## config.mk

```make
export PLATFORM = sky130hd
export DESIGN_NAME = shf_barrel
export DESIGN_NICKNAME = d
export VERILOG_FILES = /design/src/rtl/shf_pkg.sv /design/src/rtl/shf_amt_dec.sv /design/src/rtl/shf_core.sv /design/src/rtl/shf_flags.sv /design/src/rtl/shf_barrel.sv
export SDC_FILE = /design/constraint.sdc
export NUM_CORES = 1
export LEC_CHECK = 0
export BUFFER_PORTS_ARGS = -buffer_cell sky130_fd_sc_hd__buf_2
export CAP_MARGIN = 20
export CORE_ASPECT_RATIO = 2
export CORE_MARGIN = 5
export CORE_UTILIZATION = 40
export DETAILED_ROUTE_END_ITERATION = 8
export PLACE_DENSITY_LB_ADDON = 0.25
export SYNTH_ARGS = -nofsm -noshare
export SYNTH_HDL_FRONTEND = slang
export SYNTH_SLANG_ARGS = --single-unit
```

## constraint.sdc

```tcl
create_clock -name vclk -period 21
set_clock_uncertainty 0.05 [all_clocks]
set_input_delay 3.15 -clock vclk [all_inputs]
set_output_delay 3.15 -clock vclk [all_outputs]
set_load 0.02 [all_outputs]
```

## src/rtl/shf_pkg.sv

```systemverilog
package shf_pkg;
  typedef enum logic [1:0] {
    SK_LSL = 2'b00,
    SK_LSR = 2'b01,
    SK_ASR = 2'b10,
    SK_ROR = 2'b11
  } shift_kind_e;
endpackage

```

## src/rtl/shf_amt_dec.sv

```systemverilog
module shf_amt_dec
  import shf_pkg::*;
#(
  parameter int W     = 32,
  parameter int AMT_W = 8,
  localparam int IW   = $clog2(W),
  localparam int CW   = $clog2(W) + 2
) (
  input  shift_kind_e      kind_i,
  input  logic             use_reg_i,
  input  logic [IW-1:0]    imm_i,
  input  logic [AMT_W-1:0] reg_i,
  output logic [CW-1:0]    cnt_o,
  output logic             rrx_o
);
  localparam logic [AMT_W-1:0] LIM_LOG = AMT_W'(W + 1);
  localparam logic [AMT_W-1:0] LIM_ARI = AMT_W'(W);

  always_comb begin
    cnt_o = '0;
    rrx_o = 1'b0;
    if (!use_reg_i) begin
      unique case (kind_i)
        SK_LSL:         cnt_o = CW'(imm_i);
        SK_LSR, SK_ASR: cnt_o = (imm_i == '0) ? CW'(W) : CW'(imm_i);
        SK_ROR: begin
          if (imm_i == '0) rrx_o = 1'b1;
          else             cnt_o = CW'(imm_i);
        end
        default: cnt_o = '0;
      endcase
    end else begin
      unique case (kind_i)
        SK_LSL, SK_LSR: cnt_o = (reg_i > LIM_LOG) ? CW'(W + 1) : CW'(reg_i);
        SK_ASR:         cnt_o = (reg_i > LIM_ARI) ? CW'(W) : CW'(reg_i);
        SK_ROR: begin
          if (reg_i == '0)               cnt_o = '0;
          else if (reg_i[IW-1:0] == '0)  cnt_o = CW'(W);
          else                           cnt_o = CW'(reg_i[IW-1:0]);
        end
        default: cnt_o = '0;
      endcase
    end
  end
endmodule

```

## src/rtl/shf_core.sv

```systemverilog
module shf_core
  import shf_pkg::*;
#(
  parameter int W   = 32,
  localparam int IW = $clog2(W),
  localparam int CW = $clog2(W) + 2
) (
  input  logic [W-1:0]  op_i,
  input  shift_kind_e   kind_i,
  input  logic [CW-1:0] cnt_i,
  input  logic          rrx_i,
  input  logic          carry_i,
  output logic [W-1:0]  res_o,
  output logic          carry_o
);
  // one guard bit on the exit side holds the last bit shifted out
  logic [W:0]        lsl_w;
  logic [W:0]        lsr_w;
  logic signed [W:0] asr_w;
  logic [IW-1:0]     rot_s;
  logic [CW-1:0]     rot_back;
  logic [W-1:0]      ror_w;

  assign lsl_w    = {1'b0, op_i} << cnt_i;
  assign lsr_w    = {op_i, 1'b0} >> cnt_i;
  assign asr_w    = $signed({op_i, 1'b0}) >>> cnt_i;
  assign rot_s    = cnt_i[IW-1:0];
  assign rot_back = CW'(W) - CW'(rot_s);
  assign ror_w    = (op_i >> rot_s) | (op_i << rot_back);

  always_comb begin
    res_o   = op_i;
    carry_o = carry_i;
    if (rrx_i) begin
      res_o   = {carry_i, op_i[W-1:1]};
      carry_o = op_i[0];
    end else if (cnt_i != '0) begin
      unique case (kind_i)
        SK_LSL: begin res_o = lsl_w[W-1:0]; carry_o = lsl_w[W]; end
        SK_LSR: begin res_o = lsr_w[W:1];   carry_o = lsr_w[0]; end
        SK_ASR: begin res_o = asr_w[W:1];   carry_o = asr_w[0]; end
        SK_ROR: begin res_o = ror_w;        carry_o = ror_w[W-1]; end
        default: begin res_o = op_i; carry_o = carry_i; end
      endcase
    end
  end
endmodule

```

## src/rtl/shf_flags.sv

```systemverilog
module shf_flags #(
  parameter int W = 32
) (
  input  logic [W-1:0] res_i,
  output logic         neg_o,
  output logic         zero_o
);
  assign neg_o  = res_i[W-1];
  assign zero_o = (res_i == '0);
endmodule

```

## src/rtl/shf_barrel.sv

```systemverilog
module shf_barrel
  import shf_pkg::*;
#(
  parameter int W     = 32,
  parameter int AMT_W = 8,
  localparam int IW   = $clog2(W),
  localparam int CW   = $clog2(W) + 2
) (
  input  logic [W-1:0]     operand_i,
  input  logic [1:0]       kind_i,
  input  logic [IW-1:0]    amt_imm_i,
  input  logic [AMT_W-1:0] amt_reg_i,
  input  logic             use_reg_i,
  input  logic             carry_i,
  output logic [W-1:0]     result_o,
  output logic             carry_o,
  output logic             neg_o,
  output logic             zero_o
);
  shift_kind_e   kind;
  logic [CW-1:0] cnt;
  logic          rrx;

  assign kind = shift_kind_e'(kind_i);

  shf_amt_dec #(.W(W), .AMT_W(AMT_W)) u_dec (
    .kind_i    (kind),
    .use_reg_i (use_reg_i),
    .imm_i     (amt_imm_i),
    .reg_i     (amt_reg_i),
    .cnt_o     (cnt),
    .rrx_o     (rrx)
  );

  shf_core #(.W(W)) u_core (
    .op_i    (operand_i),
    .kind_i  (kind),
    .cnt_i   (cnt),
    .rrx_i   (rrx),
    .carry_i (carry_i),
    .res_o   (result_o),
    .carry_o (carry_o)
  );

  shf_flags #(.W(W)) u_flags (
    .res_i  (result_o),
    .neg_o  (neg_o),
    .zero_o (zero_o)
  );
endmodule

```

==> Flow_metrics.wiki, run 1 <==
{| class="wikitable"
! Metric !! Value
|-
| Status || aborted with a tool error
|-
| Stage at which the flow ended || global routing (5_1_grt)
|-
| Run-stopping error || [ERROR GRT-0116] Global routing finished with congestion. Check the congestion regions in the DRC Viewer.
|-
| Share of the yosys chip area belonging to registers || 0%
|-
| Fraction of synthesized cell area taken by the top area cell type || 9.04%
|-
| # port buffers || 84
|-
| Number of post-CTS setup repair buffers || 0
|-
| Synthesized-area fraction occupied by ao, oa, aoi and oai cells || a little under half
|-
| Die Ht || between 200 and 250 um
|-
| Post-Synth Adder-Cell Area || 0.725%
|-
| Count of unique library cells instantiated by Yosys || 90
|-
| Largest area contributor in the synthesized netlist || sky130_fd_sc_hd__nand2_1
|-
| Placed instance count || 1650
|-
| Via count of the first global-routing pass || 14600
|-
| Mux contribution to synthesized area || 13.5%
|-
| Yosys synthesis warning count || 0
|-
| Commonest cells post-synth || sky130_fd_sc_hd__nand2_1 (208), sky130_fd_sc_hd__nor2_1 (154), sky130_fd_sc_hd__a21oi_1 (99)
|-
| Dominant combinational cell family by area after synthesis || compound AO/OA/AOI/OAI gates
|-
| Area share of xor/xnor cells in the synthesized design || 0.290%
|-
| Initial Util || 40.3%
|-
| Global-route wire length before repair || 110000 um
|-
| Grt ovf || 6
|-
| Synth Area in Simple Gates || between 20% and 30%
|-
| Gates resized, CTS repair || 0
|-
| CTS Hold Bufs || 0
|-
| Final HPWL DP || 52700 um
|-
| Synthesized area divided by synthesized cell count || just over 6 um^2
|-
| Dominant cell by count in the synthesized netlist || sky130_fd_sc_hd__nand2_1
|-
| Net count after synthesis || 1446
|-
| Die Width || roughly 110 um
|-
| Total global routing track utilization || between 60% and 70%
|-
| Pin count of the biggest net entering global routing || 74
|-
| Synth area leaders || sky130_fd_sc_hd__nand2_1 (9.0%), sky130_fd_sc_hd__mux2i_1 (7.9%), sky130_fd_sc_hd__nor2_1 (6.7%), sky130_fd_sc_hd__a21oi_1 (5.7%), sky130_fd_sc_hd__o21ai_0 (5.1%)
|-
| Synthesized instance count || 1392
|-
| Post-synth design cell area || 8630 um^2
|-
| Global placer's final weighted congestion || 1.24
|-
| Number of standard-cell rows in the floorplan || between 70 and 80
|-
| IO Count || 84
|}
## metal layers
layer	global-route usage, %	overflow
met5	4.38	0
met4	61.7	2
met3	40.3	0
met2	81.2	4
met1	61.8	0
## per-stage QoR
step	instance area [um^2]	hold slack (ns)	setup WS, ns
2_1_floorplan	8630	6.46	9.21
3_3_place_gp	9080	6.72	7.95
3_5_place_dp	9090	6.73	7.90
4_1_cts	9090	6.73	7.92
## cells by family after synthesis
group,Yosys count
compound gates,568
simple gates,543
buf+inv,180
mux,94
fa+ha+maj,5
xor+xnor,2
==> run 2, diff against run 1 <==
--- a/config.mk
+++ b/config.mk
@@ -7,11 +7,10 @@
 export LEC_CHECK = 0
 export BUFFER_PORTS_ARGS = -buffer_cell sky130_fd_sc_hd__buf_2
 export CAP_MARGIN = 20
-export CORE_ASPECT_RATIO = 2
 export CORE_MARGIN = 5
-export CORE_UTILIZATION = 40
+export CORE_UTILIZATION = 25
 export DETAILED_ROUTE_END_ITERATION = 8
-export PLACE_DENSITY_LB_ADDON = 0.25
+export PLACE_DENSITY_LB_ADDON = 0.15
 export SYNTH_ARGS = -nofsm -noshare
 export SYNTH_HDL_FRONTEND = slang
 export SYNTH_SLANG_ARGS = --single-unit
==> Flow_metrics.wiki, run 2 <==
{| class="wikitable"
! Metric !! Value
|-
| Final Hold Violating Endpoints || 0
|-
| Worst-case hold path end point || carry_o
|-
| Initial Util || 25.2% (was 40.3%)
|-
| Total global routing track utilization || around 36%
|-
| Total power after layout || between 500 and 600 uW
|-
| Peak VDD IR || 0.0246 mV
|-
| Synthesized instance count || 1392 (unchanged)
|-
| Net count after synthesis || 1446 (unchanged)
|-
| CTS Hold Bufs || 0 (unchanged)
|-
| Number of post-CTS setup repair buffers || 0 (unchanged)
|-
| Antenna Violating Nets Remaining || 0
|-
| Pre-CTS WS || 8.22 ns (was 7.90 ns)
|-
| Number of buffer and inverter stages on the critical path || 6
|-
| Post-Route Setup TNS || 0 ns
|-
| Actual slew at the worst max-slew pin || ~1.3 ns
|-
| Initial antenna violation count || 0
|-
| Setup Crit Path Kind || input port to primary output
|-
| Die Footprint || around 38000 um^2
|-
| Synth area leaders || sky130_fd_sc_hd__nand2_1 (9.0%), sky130_fd_sc_hd__mux2i_1 (7.9%), sky130_fd_sc_hd__nor2_1 (6.7%), sky130_fd_sc_hd__a21oi_1 (5.7%), sky130_fd_sc_hd__o21ai_0 (5.1%) (unchanged)
|-
| Count of unique library cells instantiated by Yosys || 90 (unchanged)
|-
| Final HPWL DP || 54300 um (was 52700 um)
|-
| Worst path slowest cell || sky130_fd_sc_hd__a31oi_1
|-
| Die Width || 196 um (was 114 um)
|-
| Placed cell areas || 9260 um^2 (was 9090 um^2)
|-
| Period utilization || ~62%
|-
| Cell Pwr Density || 58.6 nW/um^2
|-
| Final instance count without filler cells || 1825
|-
| Number of design-rule violations left by the first detailed-router iteration || 2429
|-
| WP data arrival || 9.84 ns
|-
| Peak per-stage delay on the critical path || 0.96 ns
|-
| Seq Cell Count || 0
|-
| Critical path, cell by cell || buf_2, ha_1, inv_1, and4_2, o21ai_2, buf_4, nand2_2, inv_1, ha_1, xnor2_4, buf_4, a211oi_1, a31oi_1, a211oi_1, o31a_1, nor3b_1, nor4bb_1, and4b_1, buf_2
|-
| Status || complete, no violations (was aborted with a tool error)
|-
| Via count of the first global-routing pass || between 10000 and 15000
|-
| Largest area contributor in the synthesized netlist || sky130_fd_sc_hd__nand2_1 (unchanged)
|-
| Worst hold path type || input port to primary output
|-
| Static leakage || 3.45 nW
|-
| Largest fanout on the critical path || 33
|-
| Most frequent cells in the layout || sky130_fd_sc_hd__nand2_1 (207), sky130_fd_sc_hd__nor2_1 (154), sky130_fd_sc_hd__a21oi_1 (99)
|-
| Antenna Cells || 0
|-
| MaxCap Viol Count || 0
|-
| Number of standard-cell rows in the floorplan || 68 (was 76)
|-
| Share of post-route cells with drive strength above 1 || 15.0%
|-
| Global-route wire length before repair || ~100000 um
|-
| Min Clock Period, post-route || around 13 ns
|-
| Post-synth design cell area || 8630 um^2 (unchanged)
|-
| Area growth syn-to-layout || 7.31%
|-
| Worst Slack Setup Final || 7.96 ns
|-
| Fmax || 76.7 MHz
|-
| Initial DRT Pass Iterations || 8
|-
| RSZ-0062 raised after global routing || no
|-
| Met3 layer wire length in the routed design || 8440 um
|-
| Number of clock buffers in the layout || 0
|-
| Routed wire per std cell || 40.1 um
|-
| Pin count of the biggest net entering global routing || 59
|-
| Yosys synthesis warning count || 0 (unchanged)
|-
| Most common cell after layout, fill and taps aside || sky130_fd_sc_hd__nand2_1
|-
| # port buffers || 84 (unchanged)
|-
| Final std cell area, no fill || 9260 um^2
|-
| Hold Path Origin || carry_i
|-
| Kind of start point of the critical path || input port
|-
| Share of the yosys chip area belonging to registers || 0% (unchanged)
|-
| Met1 wire length || 27300 um
|-
| Cell family with most CP delay || compound AO/OA/AOI/OAI gates
|-
| Rel. slew slack || 13.7%
|-
| Sum of routed wire length over all layers || 73100 um
|-
| DRC violation count after routing || 0
|-
| Gates resized, CTS repair || 0 (unchanged)
|-
| Met2 wire length || about 30000 um
|-
| Dominant cell by count in the synthesized netlist || sky130_fd_sc_hd__nand2_1 (unchanged)
|-
| IO Count || 84 (unchanged)
|-
| Nets || 1426
|-
| Placed instance count || 1825 (was 1650)
|-
| Max Used Layer || met4
|-
| Number of slew-limit violations in the final report || 0
|-
| Number of cells on the worst hold path || 4
|-
| Floorplan Core Area || 34300 um^2
|-
| Grt ovf || 0
|-
| Die Ht || 196 um (was 218 um)
|-
| Final setup violation count || 0
|-
| Crit path required time || ~18 ns
|-
| Global placer's final weighted congestion || 1.08 (was 1.24)
|-
| Critical Path End Type || primary output
|-
| Number of filler cells placed in the layout || 3954
|-
| Flip-flop and latch area || 0 um^2
|-
| Commonest cells post-synth || sky130_fd_sc_hd__nand2_1 (208), sky130_fd_sc_hd__nor2_1 (154), sky130_fd_sc_hd__a21oi_1 (99) (unchanged)
|-
| Synthesized area divided by synthesized cell count || 6.20 um^2 (unchanged)
|-
| Routed vias/inst || 7.39
|-
| Fraction of synthesized cell area taken by the top area cell type || 9.04% (unchanged)
|-
| Number of vias after detailed routing || approximately 13000
|}
-- run 2: cell counts after synthesis --
Identical to the previous run, type by type.
-- run 2: cell families after synthesis --
logic type                 share of synthesized area (%)
adders and majority gates                          0.725
xor gates and xnor gates                           0.290
AOI/OAI and AO/OA                                   47.2
and+or+nand+nor                                     28.0
buffers and inverters                               10.3
muxes                                               13.5
-- run 2: worst max-delay path by stage --
stage / from / endpoint / slack [ns] / depth (start not counted)
6_report: kind_i[0] / zero_o / 7.96 / 19
5_1_grt: kind_i[1] / zero_o / 7.83 / 21
4_1_cts: kind_i[0] / zero_o / 8.24 / 21
3_5_place_dp: kind_i[0] / zero_o / 8.22 / 21
3_3_place_gp: kind_i[0] / zero_o / 8.32 / 21
2_1_floorplan: kind_i[0] / zero_o / 9.21 / 21
-- run 2: per-stage QoR --
step | utilization, % | hold WS, ns
final | 27.0 | 6.71
after global routing | 27.0 | 6.78
after CTS | 27.0 | 6.71
after detailed placement | 27.0 | 6.70
after global placement | 27.0 | 6.72
after floorplan | - | 6.46
-- run 2: per-layer routing --
| metal | vias up | track usage (%) |
|---|---|---|
| met2 | 1231 | 53.6 |
| met3 | 366 | 7.73 |
| met5 | - | 0 |
| met1 | 6470 | 45.6 |
| met4 | 0 | 26.9 |
| li1 | 5413 | - |
-- run 2: layout make-up --
class / instances / area [um^2] / area share (%)
repair buffers: 133 / 788 / 8.51
well taps: 455 / 569 / 6.15
inverters: 25 / 93.8 / 1.01
multi-input cells: 1212 / 7810 / 84.3
-- run 2: tightest hold or removal path, cell delays in order --
cell and delay, ns:
sky130_fd_sc_hd__buf_2 0.11, sky130_fd_sc_hd__a21oi_1 0.12, sky130_fd_sc_hd__a22oi_1 0.07, sky130_fd_sc_hd__buf_2 0.16
-- run 2: power by group --
group          leakage (nW)  internal (mW)  total (mW)  switching, mW
Clock                     0              0           0              0
Sequential                0              0           0              0
Combinational          3.45          0.148       0.542          0.394
Note: power is estimated with default switching activity, not from simulation.
